### config.mk
export PLATFORM = sky130hd
export DESIGN_NAME = mdec_decoder
export DESIGN_NICKNAME = d
export VERILOG_FILES = /design/src/rtl/mdec_pkg.sv /design/src/rtl/mdec_field_split.sv /design/src/rtl/mdec_op_lookup.sv /design/src/rtl/mdec_ctrl_gen.sv /design/src/rtl/mdec_decoder.sv
export SDC_FILE = /design/constraint.sdc
export NUM_CORES = 1
export LEC_CHECK = 0
export BUFFER_PORTS_ARGS = -buffer_cell sky130_fd_sc_hd__clkbuf_2
export CAP_MARGIN = 20
export CORE_MARGIN = 1
export CORE_UTILIZATION = 38
export DETAILED_ROUTE_END_ITERATION = 16
export PLACE_DENSITY = 0.82
export SYNTH_ARGS = -nofsm -noshare
export SYNTH_HDL_FRONTEND = slang
export SYNTH_SLANG_ARGS = --single-unit
### constraint.sdc
create_clock -name vclk -period 2.29
set_clock_uncertainty 0.2 [all_clocks]
set_input_delay 0.229 -clock vclk [all_inputs]
set_output_delay 0.229 -clock vclk [all_outputs]
set_load 0.005 [all_outputs]
### src/rtl/mdec_pkg.sv
package mdec_pkg;

   localparam int OP_COUNT = 17;
   localparam int OP_IDX_W = 5;

   typedef enum logic [OP_IDX_W-1:0] {
      OPC_ILLEGAL = 5'd0,
      OPC_ADD     = 5'd1,
      OPC_SUB     = 5'd2,
      OPC_SLT     = 5'd3,
      OPC_JR      = 5'd4,
      OPC_ADDI    = 5'd5,
      OPC_SLTI    = 5'd6,
      OPC_ORI     = 5'd7,
      OPC_LUI     = 5'd8,
      OPC_LW      = 5'd9,
      OPC_SW      = 5'd10,
      OPC_LB      = 5'd11,
      OPC_SB      = 5'd12,
      OPC_BEQ     = 5'd13,
      OPC_BNE     = 5'd14,
      OPC_J       = 5'd15,
      OPC_JAL     = 5'd16
   } mdec_op_e;

   typedef enum logic [1:0] {
      IMK_NONE  = 2'd0,
      IMK_SIGN  = 2'd1,
      IMK_ZERO  = 2'd2,
      IMK_UPPER = 2'd3
   } mdec_imm_kind_e;

   typedef enum logic [1:0] {
      DST_NONE = 2'd0,
      DST_RD   = 2'd1,
      DST_RT   = 2'd2,
      DST_LINK = 2'd3
   } mdec_dst_e;

endpackage

### src/rtl/mdec_field_split.sv
module mdec_field_split #(
   parameter int XLEN   = 32,
   parameter int REG_AW = 5
) (
   input  logic [XLEN-1:0]   word_i,
   output logic [5:0]        opcode_o,
   output logic [REG_AW-1:0] rs_o,
   output logic [REG_AW-1:0] rt_o,
   output logic [REG_AW-1:0] rd_o,
   output logic [4:0]        shamt_o,
   output logic [5:0]        funct_o,
   output logic [15:0]       imm16_o,
   output logic [25:0]       target_o
);
   localparam int OP_LSB = XLEN - 6;
   localparam int RS_LSB = OP_LSB - REG_AW;
   localparam int RT_LSB = RS_LSB - REG_AW;
   localparam int RD_LSB = RT_LSB - REG_AW;

   assign opcode_o = word_i[XLEN-1:OP_LSB];
   assign rs_o     = word_i[RS_LSB +: REG_AW];
   assign rt_o     = word_i[RT_LSB +: REG_AW];
   assign rd_o     = word_i[RD_LSB +: REG_AW];
   assign shamt_o  = word_i[10:6];
   assign funct_o  = word_i[5:0];
   assign imm16_o  = word_i[15:0];
   assign target_o = word_i[25:0];
endmodule

### src/rtl/mdec_op_lookup.sv
module mdec_op_lookup
   import mdec_pkg::*;
(
   input  logic [5:0]     opcode_i,
   input  logic [5:0]     funct_i,
   output mdec_op_e       op_o,
   output mdec_dst_e      dst_o,
   output mdec_imm_kind_e imk_o
);
   always_comb begin
      op_o  = OPC_ILLEGAL;
      dst_o = DST_NONE;
      imk_o = IMK_NONE;
      unique case (opcode_i)
         6'd0: begin
            unique case (funct_i)
               6'd32:   begin op_o = OPC_ADD; dst_o = DST_RD; end
               6'd34:   begin op_o = OPC_SUB; dst_o = DST_RD; end
               6'd42:   begin op_o = OPC_SLT; dst_o = DST_RD; end
               6'd8:    op_o = OPC_JR;
               default: op_o = OPC_ILLEGAL;
            endcase
         end
         6'd8:  begin op_o = OPC_ADDI; dst_o = DST_RT; imk_o = IMK_SIGN;  end
         6'd10: begin op_o = OPC_SLTI; dst_o = DST_RT; imk_o = IMK_SIGN;  end
         6'd13: begin op_o = OPC_ORI;  dst_o = DST_RT; imk_o = IMK_ZERO;  end
         6'd15: begin op_o = OPC_LUI;  dst_o = DST_RT; imk_o = IMK_UPPER; end
         6'd35: begin op_o = OPC_LW;   dst_o = DST_RT; imk_o = IMK_SIGN;  end
         6'd32: begin op_o = OPC_LB;   dst_o = DST_RT; imk_o = IMK_SIGN;  end
         6'd43: begin op_o = OPC_SW;   imk_o = IMK_SIGN; end
         6'd40: begin op_o = OPC_SB;   imk_o = IMK_SIGN; end
         6'd4:  begin op_o = OPC_BEQ;  imk_o = IMK_SIGN; end
         6'd5:  begin op_o = OPC_BNE;  imk_o = IMK_SIGN; end
         6'd2:  op_o = OPC_J;
         6'd3:  begin op_o = OPC_JAL;  dst_o = DST_LINK; end
         default: op_o = OPC_ILLEGAL;
      endcase
   end
endmodule

### src/rtl/mdec_ctrl_gen.sv
module mdec_ctrl_gen
   import mdec_pkg::*;
#(
   parameter int XLEN     = 32,
   parameter int REG_AW   = 5,
   parameter int LINK_REG = 31
) (
   input  mdec_dst_e         dst_i,
   input  mdec_imm_kind_e    imk_i,
   input  logic [REG_AW-1:0] rt_i,
   input  logic [REG_AW-1:0] rd_i,
   input  logic [15:0]       imm16_i,
   output logic              wr_en_o,
   output logic [REG_AW-1:0] wr_addr_o,
   output logic [XLEN-1:0]   imm_o
);
   localparam int EXT_W = XLEN - 16;
   localparam logic [REG_AW-1:0] LINK_A = REG_AW'(LINK_REG);

   logic [REG_AW-1:0] target_reg;

   always_comb begin
      unique case (dst_i)
         DST_RD:   target_reg = rd_i;
         DST_RT:   target_reg = rt_i;
         DST_LINK: target_reg = LINK_A;
         default:  target_reg = '0;
      endcase
      wr_en_o   = (dst_i != DST_NONE) && (target_reg != '0);
      wr_addr_o = wr_en_o ? target_reg : '0;
   end

   always_comb begin
      unique case (imk_i)
         IMK_SIGN:  imm_o = {{EXT_W{imm16_i[15]}}, imm16_i};
         IMK_ZERO:  imm_o = {{EXT_W{1'b0}}, imm16_i};
         IMK_UPPER: imm_o = {imm16_i, {EXT_W{1'b0}}};
         default:   imm_o = '0;
      endcase
   end

   always_comb begin
      a_r8_no_zero_write: assert (!(wr_en_o && wr_addr_o == '0))
         else $error("write enabled toward register 0");
      if (dst_i == DST_NONE) begin
         a_r7_no_dst_no_write: assert (!wr_en_o && wr_addr_o == '0)
            else $error("write without destination class");
      end
   end
endmodule

### src/rtl/mdec_decoder.sv
module mdec_decoder
   import mdec_pkg::*;
#(
   parameter int XLEN      = 32,
   parameter int REG_AW    = 5,
   parameter int LINK_REG  = 31,
   parameter bit ONEHOT_OP = 1'b0,
   localparam int OPW      = ONEHOT_OP ? OP_COUNT : OP_IDX_W
) (
   input  logic [XLEN-1:0]   instr_i,
   output logic [OPW-1:0]    op_o,
   output logic              illegal_o,
   output logic [REG_AW-1:0] rs_addr_o,
   output logic [REG_AW-1:0] rt_addr_o,
   output logic [4:0]        shamt_o,
   output logic [25:0]       jtarget_o,
   output logic              wr_en_o,
   output logic [REG_AW-1:0] wr_addr_o,
   output logic [XLEN-1:0]   imm_o
);
   generate
      if (XLEN != 32) begin : g_bad_xlen
         $error("instruction formats need XLEN of 32");
      end
      if (REG_AW != 5) begin : g_bad_aw
         $error("register fields are 5 bits wide");
      end
      if (LINK_REG <= 0 || LINK_REG >= (1 << REG_AW)) begin : g_bad_link
         $error("link register must be a writable register");
      end
   endgenerate

   logic [5:0]        opcode, funct;
   logic [REG_AW-1:0] rd_f;
   logic [15:0]       imm16;
   mdec_op_e          op_idx;
   mdec_dst_e         dst;
   mdec_imm_kind_e    imk;

   mdec_field_split #(.XLEN(XLEN), .REG_AW(REG_AW)) u_split (
      .word_i   (instr_i),
      .opcode_o (opcode),
      .rs_o     (rs_addr_o),
      .rt_o     (rt_addr_o),
      .rd_o     (rd_f),
      .shamt_o  (shamt_o),
      .funct_o  (funct),
      .imm16_o  (imm16),
      .target_o (jtarget_o)
   );

   mdec_op_lookup u_lookup (
      .opcode_i (opcode),
      .funct_i  (funct),
      .op_o     (op_idx),
      .dst_o    (dst),
      .imk_o    (imk)
   );

   mdec_ctrl_gen #(.XLEN(XLEN), .REG_AW(REG_AW), .LINK_REG(LINK_REG)) u_ctrl (
      .dst_i     (dst),
      .imk_i     (imk),
      .rt_i      (rt_addr_o),
      .rd_i      (rd_f),
      .imm16_i   (imm16),
      .wr_en_o   (wr_en_o),
      .wr_addr_o (wr_addr_o),
      .imm_o     (imm_o)
   );

   assign illegal_o = (op_idx == OPC_ILLEGAL);

   generate
      if (ONEHOT_OP) begin : g_onehot
         assign op_o = OPW'(1) << op_idx;
         always_comb begin
            a_r2_onehot_code: assert ($onehot(op_o))
               else $error("operation code not one-hot");
         end
      end else begin : g_index
         assign op_o = OPW'(op_idx);
      end
   endgenerate

   always_comb begin
      if (illegal_o) begin
         a_r12_illegal_quiet: assert (!wr_en_o && imm_o == '0)
            else $error("illegal word produced a write or immediate");
      end
      if (op_idx inside {OPC_SW, OPC_SB, OPC_BEQ, OPC_BNE, OPC_J, OPC_JR}) begin
         a_r7_store_branch_no_write: assert (!wr_en_o)
            else $error("no-write operation enabled a write");
      end
      if (op_idx == OPC_ORI) begin
         a_r10_ori_upper_clear: assert (imm_o[XLEN-1:16] == '0)
            else $error("ori immediate upper half not zero");
      end
      if (op_idx == OPC_LUI) begin
         a_r11_lui_lower_clear: assert (imm_o[15:0] == '0)
            else $error("lui immediate lower half not zero");
      end
   end
endmodule

== Word level (Yosys, flattened, before mapping) ==
Cells that the tools add are included.
Operators by class
  eq/ne operators: 22
  muxes and demuxes: 8
  reduce and logical (&&, ||, !) cells: 8
Operator list (count)
  $pmux 32 s3: 1
  $pmux 5 s13: 1
  $eq 6x6->1 const B: 7
  $eq 6x4->1 const B: 5
  $pmux 5 s3: 1
  $eq 6x2->1 const B: 2
  $eq 6x3->1 const B: 2
  $pmux 2 s3: 2
  $pmux 3 s4: 1
  $eq 2x2->1 const B: 4
  $reduce_or 8->1: 1
  $logic_not 6->1: 1
  $reduce_or 6->1: 1
  $logic_not 5->1: 1
  $mux 5: 1
  $reduce_bool 5->1: 1
  $eq 2x1->1 const B: 2
  $reduce_or 3->1: 1
  $reduce_bool 2->1: 1
  $logic_and 1x1->1: 1
  $mux 1: 1
Storage, ports and cells
  output and inout bits: 85
  word-level logic and storage cells: 38
  register bits: 0
  input port bits: 32

== Logic depth before layout (Yosys ltp) ==
Gate-level depths: netlist of the first run.
  word-level depth: 9
  depth in mapped cells: 7
  gate-level depth less buffers: 5

== By module ==
A second synthesis of the first run with hierarchy kept.
Unflattened totals
  cells, all modules: 205
  area total of the unflattened synthesis: 1352.5 µm²
By module, submodules not included
  mdec_field_split: cells an instance 74, area each 555.5 µm², times used 1, seq. area each 0.0 µm²
  mdec_ctrl_gen: cells an instance 72, area each 412.9 µm², times used 1, seq. area each 0.0 µm²
  mdec_op_lookup: cells an instance 57, area each 372.9 µm², times used 1, seq. area each 0.0 µm²
  mdec_decoder: cells an instance 2, area each 11.3 µm², times used 1, seq. area each 0.0 µm²

== Worst setup path after synthesis of the first run ==
Ideal clock, no wire load.
  path type: input-to-output
  from: input instr_i[31]
  to: output wr_addr_o[0]
  path buffers: 2
  arrival: 1.369 ns
  required time: 1.861 ns
  cell stages on the path: 7
  path slack: 0.492 ns
  cells stage by stage: buf_4 or3b_1 a21bo_1 o31ai_2 buf_6 nand2_1 a21oi_1
On the way
  cells in the longest elaborated chain, start to end: 8
  elaborated cells between the ends (all ways): 18
  classes of those cells: 10 x eq/ne; 3 x mux; 5 x reduce/logical
Ends and longest elaborated chain
  start: declaration: RTL line mdec_decoder.sv:10  | input logic [XLEN-1:0] instr_i,
  $eq 6x4->1 or $eq 6x6->1 (tied branches): RTL line mdec_op_lookup.sv:14  | unique case (opcode_i)
  $reduce_or 6->1 (no line)
  $pmux 2 s3 (*): RTL line mdec_op_lookup.sv:14
  $eq 2x2->1 or $eq 2x1->1 (tied branches): RTL line mdec_ctrl_gen.sv:23  | unique case (dst_i)
  $pmux 5 s3: RTL line mdec_ctrl_gen.sv:23
  $reduce_bool 5->1: RTL line mdec_ctrl_gen.sv:29  | wr_en_o = (dst_i != DST_NONE) && (target_reg != '0);
  $logic_and 1x1->1: RTL line mdec_ctrl_gen.sv:29
  $mux 5 (*): RTL line mdec_ctrl_gen.sv:30  | wr_addr_o = wr_en_o ? target_reg : '0;
  end: declaration: RTL line mdec_decoder.sv:18  | output logic [REG_AW-1:0] wr_addr_o,
Every way passes the cells marked *; elsewhere a longest branch is shown, timed or not.

== Final worst setup path of the first run ==
  from: input instr_i[27]
  to: output wr_addr_o[0]
Same word-level chain as after synthesis.

==> results of run 1 <==
-- area by class of cell --
cell class,instances,share of cell area
inverters,3,0.00831
multi-input cells,112,0.548
repair buffers,109,0.416
well taps,31,0.0286
-- metrics by stage --
stage,worst slack (ps),cells
2_1_floorplan,492,166
3_3_place_gp,159,255
3_5_place_dp,114,255
4_1_cts,111,255
5_1_grt,34.2,255
6_report,181,255
-- cell families after synthesis --
kind of cell    count (synthesis)  share of synthesized area
compound gates                 49                      0.316
xor+xnor                        1                    0.00772
buf+inv                        54                      0.354
simple gates                   62                      0.322
-- routing by layer --
metal | vias up | track usage | share of wire
met3 | 2 | 0.0161 | 0.074
met4 | 0 | 0.0105 | 0.0045
met2 | 78 | 0.303 | 0.48
li1 | 658 | - | -
met5 | - | 0 | 0
met1 | 598 | 0.247 | 0.44
-- power groups by stage --
stage / logic, mW / registers (mW) / clock network [mW]
detailed placement: 0.213 / 0 / 0
CTS: 0.213 / 0 / 0
global route: 0.236 / 0 / 0
finish: 0.215 / 0 / 0
floorplan: 0.160 / 0 / 0
global placement: 0.210 / 0 / 0
-- what timing repair did --
action,CTS,global route
hold endpoints to repair,0,0
setup endpoints to repair,0,6
resized for setup,0,1
-- path summary, 6_finish.rpt --
kind	slack, ps	end	cells after the start	from
max	180	wr_addr_o[0]	7	instr_i[27]
min	260	rs_addr_o[3]	0	instr_i[24]
-- cell usage in the layout, fill, tap and decap left out, types with 2 or more instances in the layout --
master    instances
buf_4             7
a311oi_1          2
and3_1            3
nand2_1          11
nand2b_1          4
o21ai_1           4
a21o_1           17
a21oi_1          10
a22oi_1           2
and2_1           16
nand3_1           3
nor2b_1           2
or4_1             2
a211oi_1          2
inv_1             3
clkbuf_2        102
nor3_1            2
and2b_1           2
nor4_1            2
o21ai_0           3
nor2_1            8
==> metrics.md, run 1 <==
| Metric | Value |
|---|---|
| Total power divided by cell area | `159 nW/um^2` |
| Vias per cell | `~5.2` |
| # clk buffers | `0` |
| First-pass GRT wire length | `~4700 um` |
| Overall power | `about 0.21 mW` |
| RSZ-0062 raised after global routing | `no` |
| Proportion of layout cells with a drive suffix above 1 | `0.527` |
| Inserted Diodes | `0` |
| Slew headroom | `0.680` |
| Seq_cells | `0` |
| Layout Nets | `between 200 and 300` |
| Fmax | `474 MHz` |
| Cells after Synth | `between 150 and 200` |
| DR vias | `between 1000 and 1500` |
| Ranking of synthesized cells by area | `buf_4, a21o_1, and2_1` |
| Die H | `around 57 um` |
| Final-layout fill cell count | `approximately 280` |
| # Post-CTS Setup Buffers | `0` |
| CP most frequent cell | `clkbuf_2` |
| Top-count cell post-synth | `buf_4` |
| Final wirelength | `3100 um` |
| Reg power frac | `0` |
| Port buffer count | `between 100 and 150` |
| Die X | `approximately 57 um` |
| Hold Buf Count CTS | `0` |
| DR iter-0 viols | `98` |
| Detailed Place HPWL | `approximately 2500 um` |
| Tcrit/Tclk final | `0.921` |
| Antenna Nets Post-Route | `0` |
| Initial Utilization | `0.408` |
| Post-synthesis cell type count | `39` |
| Kind of start point of the critical path | `input port` |
| Rows | `19` |
| Critical-path cell list | `clkbuf_2 > nor4_1 > and3_1 > nand2_1 > a21bo_2 > a21oi_1 > clkbuf_2` |
| WP data required | `between 1500 and 2000 ps` |
| Worst EP arrival | `about 1700 ps` |
| Die area | `3210 um^2` |
| Total track usage | `0.176` |
| Switching Fraction | `0.537` |
| Mean post-synth cell area | `between 6 and 7 um^2` |
| Status | `finished clean` |
| Synth-to-Final Area Change | `19.4%` |
| Largest net degree at the start of global routing | `17` |
| Footprint of the multi-input gates | `742 um^2` |
| CP Capture Type | `output port` |
| MaxCap Viol Count | `0` |
| Hold crit path type | `input port to output port` |
| CP Buf/Inv Count | `2` |
| Fin area | `1360 um^2` |
| Synthesized cell area | `around 1100 um^2` |
| Pre-antenna DRT Iters | `4` |
| Register area share after synthesis | `0` |
| Pins over their slew limit | `0` |
| Minimum clock period | `2110 ps` |
| Max VDD drop | `0.109 mV` |
| Fin util | `0.487` |
| Final Setup Violations | `0` |
| Vias in the first global route | `slightly above 1000` |
| DRC Markers | `0` |
| Synth top cells by count | `buf_4, a21o_1, and2_1` |
| Placed Area | `1350 um^2` |
| Final hold violations | `0` |
| Final GP Congestion | `approximately 0.87` |
| CP delay by family, top | `simple AND/OR/NAND/NOR gates` |
| Crit path kind | `input port to output port` |
| Ys Warns | `0` |
| Measured slew at the worst slew-check pin | `between 400 and 500 ps` |
| Worst hold slack | `258 ps` |
| Setup TNS | `0 ps` |
| Pleak | `around 0.87 nW` |
| Routed wire per std cell | `12.2 um` |
| Post-synth top area cell | `buf_4` |
| Logic gate share of total power | `1.000` |
| I/O pin total | `roughly 120` |
| Total nets after synthesis | `198` |
| Switching pwr | `0.115 mW` |
| Pint | `just under 0.1 mW` |
| Initial antenna violation count | `0` |
| Register area | `0 um^2` |
| Overflow after GRT | `0` |
| Critical-path top delay cell | `nor4_1` |
| Synth top area share | `0.291` |
| Total core area | `approximately 2800 um^2` |
| Clock power share | `0` |
| CP peak stage delay | `around 440 ps` |
| CP max FO | `9` |
Note: power is estimated with default switching activity, not from simulation.
==> inputs of run 2 (changes only) <==
--- a/config.mk
+++ b/config.mk
@@ -10,6 +10,7 @@
 export CORE_MARGIN = 1
 export CORE_UTILIZATION = 38
 export DETAILED_ROUTE_END_ITERATION = 16
+export GPL_TIMING_DRIVEN = 0
 export PLACE_DENSITY = 0.82
 export SYNTH_ARGS = -nofsm -noshare
 export SYNTH_HDL_FRONTEND = slang
==> run 2 against run 1 <==
Effect of this change:
- combinational power is 30% higher
- first-iteration DRC count down 67%
- global-route usage is 2.8 points higher
- sequential share of layout area unchanged
- design area is 27% higher
- die area is the same
- total power up 30%
- largest cell class is now buffers
- largest power group unchanged
- highest routed layer is now met3
==> metrics.md, run 2 (synthesis gave the netlist of run 1 again) <==
| Metric | Value |
|---|---|
| Port buffer count | `around 110` |
| Hold crit path type | `input port to output port` |
| Final GP Congestion | `roughly 0.83` |
| WP data required | `~1900 ps` |
| Final wirelength | `3540 um` |
| Overflow after GRT | `0` |
| CP max FO | `10` |
| DR iter-0 viols | `32` |
| Placed Area | `about 1700 um^2` |
| Minimum clock period | `about 2200 ps` |
| Fin util | `0.618` |
| First-pass GRT wire length | `5480 um` |
| Hold path cells | `2` |
| Total core area | `around 2800 um^2` |
| Die area | `about 3200 um^2` |
| Status | `finished clean` |
| Finished Layout Cells | `about 310` |
| Tcrit/Tclk final | `0.946` |
| Inserted Diodes | `0` |
| Initial Utilization | `0.408` |
| Most frequent cells in the layout | `clkbuf_2, buf_4, a21o_1, and2_1, nand2_1` |
| # Post-CTS Setup Buffers | `0` |
| Fmax | `roughly 460 MHz` |
| Rows | `19` |
| Pre-antenna DRT Iters | `4` |
| Antenna Nets Post-Route | `0` |
| CP Capture Type | `output port` |
| Register area | `0 um^2` |
| Vias in the first global route | `between 1000 and 1500` |
| Worst EP arrival | `~1700 ps` |
| Total track usage | `0.204` |
| Final-layout fill cell count | `approximately 270` |
| Routed wire per std cell | `between 10 and 15 um` |
| Overall power | `around 0.28 mW` |
| Footprint of the multi-input gates | `733 um^2` |
| DRC Markers | `0` |
| Cell total after placement | `between 300 and 400` |
| Crit path kind | `input port to output port` |
| Measured slew at the worst slew-check pin | `665 ps` |
| Most common cell after layout, fill and taps aside | `clkbuf_2` |
| Cts repair resizes | `0` |
| MaxCap Viol Count | `0` |
| # clk buffers | `0` |
| Final Setup Violations | `0` |
| Die H | `between 50 and 60 um` |
| Largest net degree at the start of global routing | `11` |
| Proportion of layout cells with a drive suffix above 1 | `0.615` |
| Total power divided by cell area | `~160 nW/um^2` |
| Synth-to-Final Area Change | `51.5%` |
| RSZ-0062 raised after global routing | `no` |
| Final hold violations | `0` |
| DR vias | `~1500` |
| Seq_cells | `0` |
| I/O pin total | `about 120` |
| Initial antenna violation count | `0` |
| Die X | `56.7 um` |
| Hold Buf Count CTS | `0` |
| Vias per cell | `around 4.8` |
| Pins over their slew limit | `0` |
| Pleak | `roughly 1.1 nW` |
| Max VDD drop | `0.135 mV` |
| Layout Nets | `309` |
| Fin area | `around 1700 um^2` |
| Detailed Place HPWL | `between 2000 and 3000 um` |
| Setup TNS | `0 ps` |
| Slew headroom | `0.552` |
| Kind of start point of the critical path | `input port` |
==> run 2: changes by cell type in the layout (fill, tap and decap cells not counted) <==
cell,before,now
clkbuf_2,102,109
buf_6,0,4
o31ai_4,1,0
buf_2,0,3
buf_4,7,44
o31ai_2,0,1
==> run 2: per-layer routing <==
| layer | global-route usage | vias to the layer above | share of wire |
|---|---|---|---|
| li1 | - | 759 | - |
| met5 | 0 | - | 0 |
| met4 | 0.00348 | 0 | 0 |
| met1 | 0.265 | 648 | 0.43 |
| met3 | 0.0161 | 0 | 0.064 |
| met2 | 0.383 | 60 | 0.51 |
==> run 2: path summary, 6_finish.rpt <==
check,from,end
worst max-delay path,instr_i[27],imm_o[7]
worst min-delay path,instr_i[23],rs_addr_o[2]
==> run 2: where the power goes <==
| part | leakage (nW) | total, mW | internal, mW | switching (mW) |
|---|---|---|---|---|
| combinational | 1.11 | 0.280 | 0.151 | 0.129 |
| sequential | 0 | 0 | 0 | 0 |
| clock | 0 | 0 | 0 | 0 |
| total | 1.11 | 0.280 | 0.151 | 0.129 |
==> run 2: metrics by stage <==
step / setup WS [ps] / hold slack, ps
detailed placement: 153 / 427
global placement: 155 / 426
global route: 11.0 / 429
floorplan: 492 / 339
CTS: 149 / 427
finish: 124 / 426
==> run 2: final cells by class <==
class                           count  share of cell area
Multi-Input combinational cell    112               0.426
Timing Repair Buffer              109               0.317
Buffer                             51               0.227
Tap cell                           31              0.0226
Inverter                            3             0.00655
==> run 2: worst max-delay path, cell delays in order <==
cell and delay, ps:
clkbuf_2 150, nor3b_2 470, a21o_1 140, nand2_1 80
a21oi_4 230, buf_4 190, and2_1 140, clkbuf_2 110
==> inputs of run 3 (changes only) <==
--- a/config.mk
+++ b/config.mk
@@ -5,13 +5,16 @@
 export SDC_FILE = /design/constraint.sdc
 export NUM_CORES = 1
 export LEC_CHECK = 0
+export ABC_AREA = 1
 export BUFFER_PORTS_ARGS = -buffer_cell sky130_fd_sc_hd__clkbuf_2
 export CAP_MARGIN = 20
 export CORE_MARGIN = 1
-export CORE_UTILIZATION = 38
+export CORE_UTILIZATION = 37
 export DETAILED_ROUTE_END_ITERATION = 16
 export GPL_TIMING_DRIVEN = 0
+export MAX_ROUTING_LAYER = met4
 export PLACE_DENSITY = 0.82
+export SETUP_SLACK_MARGIN = 0.4
 export SYNTH_ARGS = -nofsm -noshare
 export SYNTH_HDL_FRONTEND = slang
 export SYNTH_SLANG_ARGS = --single-unit
==> run 3 against run 2 <==
Effect of this change:
- setup slack better by 350 ps
- largest cell class unchanged
- core utilization grew 7.2 points
- design area rose by 11%
- first-iteration DRC count rose to 2.7 times the previous value
==> metrics.md, run 3 <==
| Metric | Value |
|---|---|
| Synth top cells by count | `buf_4, inv_1, nor2_1` |
| RSZ-0062 raised after global routing | `no` |
| MaxCap Viol Count | `0` |
| Most frequent cells in the layout | `clkbuf_2, buf_4, inv_1, nand3_1, nor2_1` |
| Slew headroom | `0.769` |
| CP delay by family, top | `simple AND/OR/NAND/NOR gates` |
| Synth-to-Final Area Change | `77.9%` |
| Status | `finished clean` |
| Most common cell after layout, fill and taps aside | `clkbuf_2` |
| Ys Warns | `0` |
| Ranking of synthesized cells by area | `buf_4, nand3_1, inv_1` |
| Setup TNS | `0 ps` |
| Initial Utilization | `0.388` |
| DR iter-0 viols | `87` |
| DR vias | `1630` |
| Port buffer count | `around 110` |
| CP peak stage delay | `240 ps` |
| Tcrit/Tclk final | `0.794` |
| Hold path start | `instr_i[22]` |
| Register area share after synthesis | `0` |
| # clk buffers | `0` |
| Hold crit path type | `input port to output port` |
| Inserted Diodes | `0` |
| Fmax | `approximately 550 MHz` |
| Hold Buf Count CTS | `0` |
| Crit path kind | `input port to output port` |
| Largest net degree at the start of global routing | `11` |
| Max VDD drop | `between 0.1 and 0.15 mV` |
| Routed wire per std cell | `~10 um` |
| Post-synthesis cell type count | `20` |
| Pre-antenna DRT Iters | `6` |
| Minimum clock period | `~1800 ps` |
| I/O pin total | `about 120` |
| CP max FO | `10` |
| CP startpoint | `instr_i[30]` |
| Fin area | `between 1500 and 2000 um^2` |
| Synth top area share | `0.288` |
| Mean post-synth cell area | `around 5.3 um^2` |
| CP Buf/Inv Count | `4` |
| Worst EP arrival | `around 1400 ps` |
| Final hold violations | `0` |
| Critical-path cell list | `buf_2 > nor2_4 > nand2_2 > nor2_4 > inv_4 > buf_6 > o21ai_0 > buf_2` |
| Layout Nets | `~350` |
| Finished Layout Cells | `approximately 350` |
| Die area | `3110 um^2` |
| Total core area | `around 2800 um^2` |
| Total track usage | `0.200` |
| Seq_cells | `0` |
| Measured slew at the worst slew-check pin | `between 300 and 400 ps` |
| Rows | `19` |
| CP Capture Type | `output port` |
| Top-count cell post-synth | `buf_4` |
| Post-synth top area cell | `buf_4` |
| Vias in the first global route | `around 1300` |
| Kind of start point of the critical path | `input port` |
| Synthesized cell area | `1070 um^2` |
| Proportion of layout cells with a drive suffix above 1 | `0.682` |
| Cell total after placement | `between 300 and 400` |
| Final Setup Violations | `0` |
| Pins over their slew limit | `0` |
| Total nets after synthesis | `232` |
| Die X | `roughly 56 um` |
| DRC Markers | `0` |
| Antenna Nets Post-Route | `0` |
| Pleak | `approximately 1.3 nW` |
| Register area | `0 um^2` |
| Detailed Place HPWL | `between 2000 and 3000 um` |
| Die H | `approximately 56 um` |
| Final wirelength | `~3600 um` |
| First-pass GRT wire length | `5240 um` |
| Vias per cell | `4.67` |
| WP data required | `1860 ps` |
| Initial antenna violation count | `0` |
| Total power divided by cell area | `around 160 nW/um^2` |
| Final GP Congestion | `about 0.94` |
| Overflow after GRT | `0` |
| Cells after Synth | `200` |
| Placed Area | `approximately 1700 um^2` |
| Critical-path top delay cell | `nor2_4` |
-- run 3: changes by cell type after synthesis, sizes merged, moves of 4 or more --
cell,change
nand2,+15
o21ai,+10
nand2b,-4
a21oi,-11
a21o,-17
inv,+34
nor2,+31
and2,-16
buf,-8
nand3,+25
-- run 3: kinds of logic after synthesis --
logic type | share of synthesized area
buffers and inverters | 0.442
AO/OA/AOI/OAI | 0.0947
AND/OR/NAND/NOR | 0.463
-- run 3: area by class of cell --
type / instances / area, um^2
Buffer: 44 / 342
Fill cell: 254 / 855
Inverter: 37 / 146
Multi-Input combinational cell: 119 / 728
Tap cell: 31 / 38.8
Timing Repair Buffer: 118 / 648
-- run 3: worst paths after layout --
kind | to | slack, ps | cells past startpoint
min | rs_addr_o[1] | 430 | 2
max | imm_o[17] | 470 | 8
-- run 3: layer usage --
layer  vias to the layer above  global-route usage  wire [um]
li1                        821                   -          -
met1                       729               0.226       1320
met2                        72               0.380       1970
met3                         8              0.0279        284
met4                         0              0.0250         64
met5                         -                   -          0
-- run 3: timing repair --
item	4_1_cts	5_1_grt
setup buffers	1	3
setup endpoints to repair	11	28
gates resized for setup	1	98
endpoints found under the hold margin	0	0
gates cloned	0	2
pin swaps	1	15
-- run 3: per-stage QoR --
step           total power, mW  hold WS, ps  worst slack (ps)  utilization
2_1_floorplan            0.143          339               766            -
3_3_place_gp             0.262          426               383        0.605
5_1_grt                  0.335          430               383        0.690
3_5_place_dp             0.266          427               360        0.605
6_report                 0.308          425               472        0.690
4_1_cts                  0.268          427               399        0.609
-- run 3: power breakdown --
part	switching, mW	leakage (nW)	total, mW	internal [mW]
clock	0	0	0	0
combinational	0.149	1.27	0.308	0.159
sequential	0	0	0	0
total	0.149	1.27	0.308	0.159
